**src/rtl/adcc_pkg.sv**
```systemverilog
package adcc_pkg;

  typedef enum logic [2:0] {
    ST_IDLE = 3'd0,
    ST_WAKE = 3'd1,
    ST_CONV = 3'd2,
    ST_WAIT = 3'd3,
    ST_READ = 3'd4,
    ST_DONE = 3'd5
  } seq_state_e;

  function automatic int unsigned max3(input int unsigned a, input int unsigned b,
                                       input int unsigned c);
    int unsigned m;
    m = (a > b) ? a : b;
    return (m > c) ? m : c;
  endfunction

endpackage

```
**src/rtl/adcc_sclk_gen.sv**
```systemverilog
module adcc_sclk_gen #(
  parameter int unsigned HALF = 4
) (
  input  logic clk,
  input  logic rst_n,
  input  logic en,
  output logic sclk,
  output logic fall
);
  localparam int CW = $clog2(HALF + 1);

  logic [CW-1:0] cnt_q, cnt_d;
  logic          sclk_q, sclk_d;
  logic          wrap;

  assign wrap = (cnt_q == CW'(HALF - 1));

  always_comb begin
    cnt_d  = cnt_q;
    sclk_d = sclk_q;
    if (!en) begin
      cnt_d  = '0;
      sclk_d = 1'b0;
    end else if (wrap) begin
      cnt_d  = '0;
      sclk_d = ~sclk_q;
    end else begin
      cnt_d = cnt_q + 1'b1;
    end
  end

  always_ff @(posedge clk or negedge rst_n) begin
    if (!rst_n) begin
      cnt_q  <= '0;
      sclk_q <= 1'b0;
    end else begin
      cnt_q  <= cnt_d;
      sclk_q <= sclk_d;
    end
  end

  assign sclk = sclk_q;
  assign fall = en && sclk_q && wrap;

  p_idle_low_r4: assert property (@(posedge clk) disable iff (!rst_n)
    !en |=> !sclk_q);

endmodule

```
**src/rtl/adcc_shifter.sv**
```systemverilog
module adcc_shifter #(
  parameter int unsigned BITS = 16
) (
  input  logic            clk,
  input  logic            rst_n,
  input  logic            clr,
  input  logic            shift,
  input  logic            din,
  output logic [BITS-1:0] data,
  output logic            last
);
  localparam int CW = $clog2(BITS + 1);

  logic [CW-1:0]   cnt_q, cnt_d;
  logic [BITS-1:0] data_q, data_d;
  logic            data_en;

  always_comb begin
    cnt_d   = cnt_q;
    data_en = shift;
    data_d  = {data_q[BITS-2:0], din};
    if (clr)        cnt_d = '0;
    else if (shift) cnt_d = cnt_q + 1'b1;
  end

  always_ff @(posedge clk or negedge rst_n) begin
    if (!rst_n) begin
      cnt_q  <= '0;
      data_q <= '0;
    end else begin
      cnt_q <= cnt_d;
      if (data_en) data_q <= data_d;
    end
  end

  assign data = data_q;
  assign last = shift && (cnt_q == CW'(BITS - 1));

  p_no_extra_bit_r4: assert property (@(posedge clk) disable iff (!rst_n)
    shift |-> (cnt_q < CW'(BITS)));

endmodule

```
**src/rtl/adcc_seq.sv**
```systemverilog
module adcc_seq
  import adcc_pkg::*;
#(
  parameter int unsigned CONV_LOW  = 4,
  parameter int unsigned TIMEOUT   = 400,
  parameter int unsigned WAKE_WAIT = 32
) (
  input  logic clk,
  input  logic rst_n,
  input  logic start_req,
  input  logic pd_mode,
  input  logic busy_async,
  input  logic frame_last,
  output logic cnvst_n,
  output logic sclk_en,
  output logic rd_start,
  output logic done,
  output logic timeout_err
);
  localparam int unsigned TMAX = max3(CONV_LOW, TIMEOUT, WAKE_WAIT);
  localparam int TW = $clog2(TMAX + 1);

  seq_state_e    state_q, state_d;
  logic [TW-1:0] tmr_q, tmr_d;
  logic [1:0]    busy_sync;
  logic          busy_s;
  logic          seen_q, seen_d;
  logic          asleep_q, asleep_d;
  logic          tout_q, tout_d;
  logic          cnvst_q, cnvst_d;

  assign busy_s = busy_sync[1];

  always_comb begin
    state_d  = state_q;
    tmr_d    = tmr_q;
    seen_d   = seen_q;
    asleep_d = asleep_q;
    tout_d   = tout_q;
    sclk_en  = 1'b0;
    rd_start = 1'b0;
    done     = 1'b0;
    unique case (state_q)
      ST_IDLE: begin
        tmr_d = '0;
        if (start_req) begin
          tout_d  = 1'b0;
          seen_d  = 1'b0;
          state_d = asleep_q ? ST_WAKE : ST_CONV;
        end
      end
      ST_WAKE: begin
        if (tmr_q == TW'(WAKE_WAIT - 1)) begin
          tmr_d    = '0;
          asleep_d = 1'b0;
          state_d  = ST_CONV;
        end else begin
          tmr_d = tmr_q + 1'b1;
        end
      end
      ST_CONV: begin
        if (busy_s) seen_d = 1'b1;
        if (tmr_q == TW'(CONV_LOW - 1)) begin
          tmr_d   = '0;
          state_d = ST_WAIT;
        end else begin
          tmr_d = tmr_q + 1'b1;
        end
      end
      ST_WAIT: begin
        if (busy_s) seen_d = 1'b1;
        if (seen_q && !busy_s) begin
          rd_start = 1'b1;
          asleep_d = pd_mode;
          tmr_d    = '0;
          state_d  = ST_READ;
        end else if (tmr_q == TW'(TIMEOUT - 1)) begin
          tout_d   = 1'b1;
          asleep_d = pd_mode;
          tmr_d    = '0;
          state_d  = ST_IDLE;
        end else begin
          tmr_d = tmr_q + 1'b1;
        end
      end
      ST_READ: begin
        sclk_en = 1'b1;
        if (frame_last) state_d = ST_DONE;
      end
      ST_DONE: begin
        done    = 1'b1;
        state_d = ST_IDLE;
      end
      default: state_d = ST_IDLE;
    endcase
  end

  always_comb begin
    unique case (state_d)
      ST_WAKE: cnvst_d = 1'b1;
      ST_CONV: cnvst_d = 1'b0;
      ST_WAIT: cnvst_d = !pd_mode;
      default: cnvst_d = !asleep_d;
    endcase
  end

  always_ff @(posedge clk or negedge rst_n) begin
    if (!rst_n) begin
      state_q   <= ST_IDLE;
      tmr_q     <= '0;
      busy_sync <= '0;
      seen_q    <= 1'b0;
      asleep_q  <= 1'b0;
      tout_q    <= 1'b0;
      cnvst_q   <= 1'b1;
    end else begin
      state_q   <= state_d;
      tmr_q     <= tmr_d;
      busy_sync <= {busy_sync[0], busy_async};
      seen_q    <= seen_d;
      asleep_q  <= asleep_d;
      tout_q    <= tout_d;
      cnvst_q   <= cnvst_d;
    end
  end

  assign cnvst_n     = cnvst_q;
  assign timeout_err = tout_q;

  p_valid_pulse_r6: assert property (@(posedge clk) disable iff (!rst_n)
    done |=> !done);

  p_read_after_busy_r3: assert property (@(posedge clk) disable iff (!rst_n)
    rd_start |-> (seen_q && !busy_s));

  p_wake_high_r11: assert property (@(posedge clk) disable iff (!rst_n)
    (state_q == ST_WAKE) |-> cnvst_n);

  generate
    if (CONV_LOW >= 2) begin : g_low_chk
      p_cnvst_min_low_r2: assert property (@(posedge clk) disable iff (!rst_n)
        $fell(cnvst_q) |=> !cnvst_q);
    end
  endgenerate

endmodule

```
**src/rtl/serial_adc_ctrl.sv**
```systemverilog
module serial_adc_ctrl
  import adcc_pkg::*;
#(
  parameter int unsigned SCLK_HALF = 4,
  parameter int unsigned CONV_LOW  = 4,
  parameter int unsigned TIMEOUT   = 400,
  parameter int unsigned WAKE_WAIT = 32,
  parameter bit          SRC_TWOS  = 1'b1,
  parameter int unsigned DATA_W    = 12,
  parameter int unsigned LEAD_W    = 4
) (
  input  logic              clk,
  input  logic              rst_n,
  input  logic              start_req,
  input  logic              pd_mode,
  input  logic              out_twos,
  input  logic              busy,
  input  logic              sdata,
  output logic              cnvst_n,
  output logic              sclk,
  output logic [DATA_W-1:0] result,
  output logic              result_valid,
  output logic              frame_err,
  output logic              timeout_err
);
  localparam int unsigned FRAME_W = DATA_W + LEAD_W;

  logic               sclk_en, sclk_fall, rd_start, frame_last, done;
  logic [FRAME_W-1:0] raw;
  logic               flip_msb;

  adcc_seq #(
    .CONV_LOW (CONV_LOW),
    .TIMEOUT  (TIMEOUT),
    .WAKE_WAIT(WAKE_WAIT)
  ) u_seq (
    .clk        (clk),
    .rst_n      (rst_n),
    .start_req  (start_req),
    .pd_mode    (pd_mode),
    .busy_async (busy),
    .frame_last (frame_last),
    .cnvst_n    (cnvst_n),
    .sclk_en    (sclk_en),
    .rd_start   (rd_start),
    .done       (done),
    .timeout_err(timeout_err)
  );

  adcc_sclk_gen #(.HALF(SCLK_HALF)) u_sclk (
    .clk  (clk),
    .rst_n(rst_n),
    .en   (sclk_en),
    .sclk (sclk),
    .fall (sclk_fall)
  );

  adcc_shifter #(.BITS(FRAME_W)) u_shift (
    .clk  (clk),
    .rst_n(rst_n),
    .clr  (rd_start),
    .shift(sclk_fall),
    .din  (sdata),
    .data (raw),
    .last (frame_last)
  );

  assign flip_msb     = (out_twos != SRC_TWOS);
  assign result       = {raw[DATA_W-1] ^ flip_msb, raw[DATA_W-2:0]};
  assign frame_err    = |raw[FRAME_W-1:DATA_W];
  assign result_valid = done;

  p_sclk_quiet_busy_r3: assert property (@(posedge clk) disable iff (!rst_n)
    busy |-> !sclk);

  p_timeout_no_valid_r9: assert property (@(posedge clk) disable iff (!rst_n)
    timeout_err |-> !result_valid);

  p_no_sclk_conv_r3: assert property (@(posedge clk) disable iff (!rst_n)
    !cnvst_n && !pd_mode |-> !sclk);

endmodule

```
**config.mk**
```make
export PLATFORM = sky130hd
export DESIGN_NAME = serial_adc_ctrl
export DESIGN_NICKNAME = d
export VERILOG_FILES = /design/src/rtl/adcc_pkg.sv /design/src/rtl/adcc_sclk_gen.sv /design/src/rtl/adcc_shifter.sv /design/src/rtl/adcc_seq.sv /design/src/rtl/serial_adc_ctrl.sv
export SDC_FILE = /design/constraint.sdc
export NUM_CORES = 1
export LEC_CHECK = 0
export BUFFER_PORTS_ARGS = -buffer_cell sky130_fd_sc_hd__buf_2
export CAP_MARGIN = 10
export CORE_MARGIN = 2
export CORE_UTILIZATION = 55
export DETAILED_ROUTE_END_ITERATION = 12
export PLACE_DENSITY = 0.76
export SLEW_MARGIN = 40
export SYNTH_ARGS = -nofsm -noshare
export SYNTH_HDL_FRONTEND = slang
export SYNTH_SLANG_ARGS = --single-unit
```
**constraint.sdc**
```tcl
create_clock -name clk -period 3.1 [get_ports clk]
set_input_delay 0.465 -clock clk [delete_from_list [all_inputs] [get_ports clk]]
set_output_delay 0.465 -clock clk [all_outputs]
set_load 0.01 [all_outputs]
```
==> flow_metrics.env <==
export IMPL_synthToLayoutAreaGrowth_pct=7.198
export IMPL_hp_class="primary input to async pin"
export IMPL_fmax_mhz=428.1
export IMPL_fin_nets=212
export IMPL_drtIter0Drc=158
export IMPL_num_rows=22
export IMPL_place_congestion=0.8581
export IMPL_path_clk_slew_ns=0.07
export IMPL_status="complete, no violations"
export IMPL_drive_gt1_frac=0.2772
export IMPL_cts_buffers=5
export IMPL_place_inst=242
export IMPL_h_tree_depth=2
export IMPL_die_width_um=65.84
export IMPL_dieArea_um2=4335
export IMPL_synth_nets=198
export IMPL_critical_path_class="flip-flop to flip-flop"
export IMPL_tns_ns=0
export IMPL_setup_violations=0
export IMPL_antenna_cells=0
export IMPL_final_max_slew_viol_count=0
export IMPL_start_util=0.5745
export IMPL_ir_worst_vdd_mv=0.3098
export IMPL_ys_warn_count=0
export IMPL_cp_cell_sequence="nor3b_2 > and3_1 > nand4_1 > xor2_1 > nor2_1"
export IMPL_grt_max_degree=44
export IMPL_hold_ws_ns=0.1563
export IMPL_hpwl_um=2590
export IMPL_netlist_area_um2=2103
export IMPL_cts_max_path_buffers=2
export IMPL_critical_path_required_ns=3.27
export IMPL_ys_ff_latch=43
export IMPL_cp_arrival_ns=2.51
export IMPL_powerDensity_nw_per_um2=634.1
export IMPL_r2r_end="u_shift.cnt_q[3]"
export IMPL_avgSynthCellArea_um2=11.25
export IMPL_period_share=0.7535
export IMPL_rsz0062_at_grt="no"
export IMPL_final_cells=250
export IMPL_pin_count=24
export IMPL_post_drt_wl_per_cell_um=14.69
export IMPL_grt_first_pass_wirelength_um=6575
export IMPL_worst_setup_path_end_kind="flip-flop"
export IMPL_cts_root_buf="clkbuf_8"
export IMPL_cts_resized=0
export IMPL_finalCriticalPeriod_ns=2.336
export IMPL_r2r_cells=5
export IMPL_slew_headroom=0.4660
export IMPL_maxCapViolCount=0
export IMPL_core_area_um2=3661
export IMPL_cp_slowest_cell="and3_1"
export IMPL_rr_startpoint="u_seq.state_q[2]"
export IMPL_gr_total_overflow=0
export IMPL_first_global_vias=1435
export IMPL_worstSkewPairLatency_ns=0.29
export IMPL_ys_flop_type="dfrtp_1"
export IMPL_crit_fanout=20
export IMPL_ff2ff_setup_slack_ns=0.76
export IMPL_cp_start_kind="flip-flop"
export IMPL_drc=0
export IMPL_wirelength_um=3672
export IMPL_synth_async_reset_ratio=1.000
export IMPL_synth_cell_types=44
export IMPL_synth_edf_count=0
export IMPL_cts_tree="built"
export IMPL_power_static_leakage_nw=1.118
export IMPL_syn_inst=187
export IMPL_grt_usage=0.1999
export IMPL_port_buffer_count=23
export IMPL_via_per_inst=5.740
export IMPL_cts_num_sinks=43
export IMPL_final_util=0.6159
export IMPL_final_hold_violation_count=0
export IMPL_antenna_left=0
export IMPL_tightest_slew_ns=0.8010
export IMPL_post_cts_setup_buffer_count=0
export IMPL_ys_seq_area_frac=0.5122
export IMPL_die_height_um=65.84
export IMPL_antenna_found_initial=0
export IMPL_fin_skew_ns=0.002643
export IMPL_num_vias=1435
export IMPL_cts_hold_fix_buffers=0
export IMPL_drtPass1Iterations=4
export IMPL_max_stage_delay_ns=0.75
-- registers in the layout (all words and copies together), names as in the netlist --
register,count
u_sclk.cnt_q,3
u_sclk.sclk,1
u_seq.asleep_q,1
u_seq.busy_sync,2
u_seq.cnvst_n,1
u_seq.seen_q,1
u_seq.state_q,3
u_seq.timeout_err,1
u_seq.tmr_q,9
u_shift.cnt_q,5
u_shift.data,16
-- layout by cell type, fill, tap and decap left out, drive strengths merged, types with 2 or more instances in the layout --
master and instances:
a21oi 6, a22o 4, and2 5, and3 6, and3b 3, buf 23, clkbuf 8, dfrtp 42
ha 4, inv 6, mux2 17, nand2 8, nand3 4, nand4 4, nor2 14, nor2b 4
nor3 5, nor3b 3, nor4 2, nor4b 2, o21ai 6, o21bai 3, or2 2, or4 2
xnor2 4, xor2 3
-- critical path: cells and delay by family (launching register included) --
family        cells  cell delay [ns]
flops             1             0.64
xor+xnor          1             0.18
simple gates      4             1.40
-- cell type report --
cell class / count / area (um^2)
Inverter: 6 / 22.52
Timing Repair Buffer: 23 / 117.6
Clock buffer: 8 / 80.08
Multi-Input combinational cell: 122 / 897.1
Sequential cell: 43 / 1077
Tap cell: 48 / 60.06
Fill cell: 297 / 1406
-- report_power, final --
group	switching (mW)	internal (mW)	total, mW
Clock	0.172	0.160	0.332
Sequential	0.0833	0.627	0.710
Combinational	0.208	0.179	0.387
-- routing by layer --
layer / up-vias / part of all wire / track usage / wire [um]
met2: 34 / 0.50 / 0.3232 / 1850
met5: - / 0 / 0 / 0
met1: 714 / 0.44 / 0.2554 / 1602
met3: 4 / 0.051 / 0.05622 / 188
li1: 683 / - / - / -
met4: 0 / 0.0084 / 0.07552 / 31
-- worst max path at each step --
stage                startpoint          endpoint  slack, ns  depth (start not counted)
2_1_floorplan    u_seq.tmr_q[0]    u_seq.tmr_q[0]       1.30                          6
3_3_place_gp   u_seq.state_q[2]   u_shift.data[8]       0.89                          3
3_5_place_dp   u_seq.state_q[2]  u_shift.cnt_q[3]       0.76                          5
4_1_cts        u_seq.state_q[2]  u_shift.cnt_q[3]       0.75                          5
5_1_grt        u_seq.state_q[2]  u_shift.cnt_q[3]       0.52                          5
6_report       u_seq.state_q[2]  u_shift.cnt_q[3]       0.76                          5
-- synthesized netlist by cell type (all sizes together), types with 4 or more instances --
| cell | n | area (um^2) |
|---|---|---|
| nand3 | 4 | 20.02 |
| and3 | 6 | 40.03 |
| nand2 | 8 | 30.03 |
| o21ai | 6 | 30.03 |
| ha | 4 | 50.05 |
| nor2 | 14 | 55.06 |
| nor3 | 5 | 25.02 |
| dfrtp | 42 | 1051 |
| xnor2 | 4 | 35.03 |
| and2 | 5 | 32.53 |
| mux2 | 17 | 191.4 |
| inv | 6 | 22.52 |
| nand4 | 4 | 25.02 |
| nor2b | 4 | 25.02 |
| buf | 15 | 102.6 |
| a21oi | 6 | 30.03 |
| a22o | 4 | 35.03 |
-- per-stage QoR --
stage	area, um^2	power [mW]	setup WS, ns
6_report	2255	1.430	0.7641
5_1_grt	2255	1.535	0.5237
3_3_place_gp	2172	1.091	0.8939
3_5_place_dp	2175	1.104	0.7610
4_1_cts	2255	1.440	0.7462
2_1_floorplan	2103	1.012	1.303
-- cells by family after synthesis --
logic type	Yosys count	synth area share
AO/OA/AOI/OAI	27	0.09697
XOR/XNOR	7	0.02915
adder cells (fa/ha/maj)	4	0.02380
buffers and inverters	22	0.06127
flip-flops	43	0.5122
multiplexers	18	0.09577
AND/OR/NAND/NOR	66	0.1808
No activity file was read; power rests on OpenSTA's default activity.
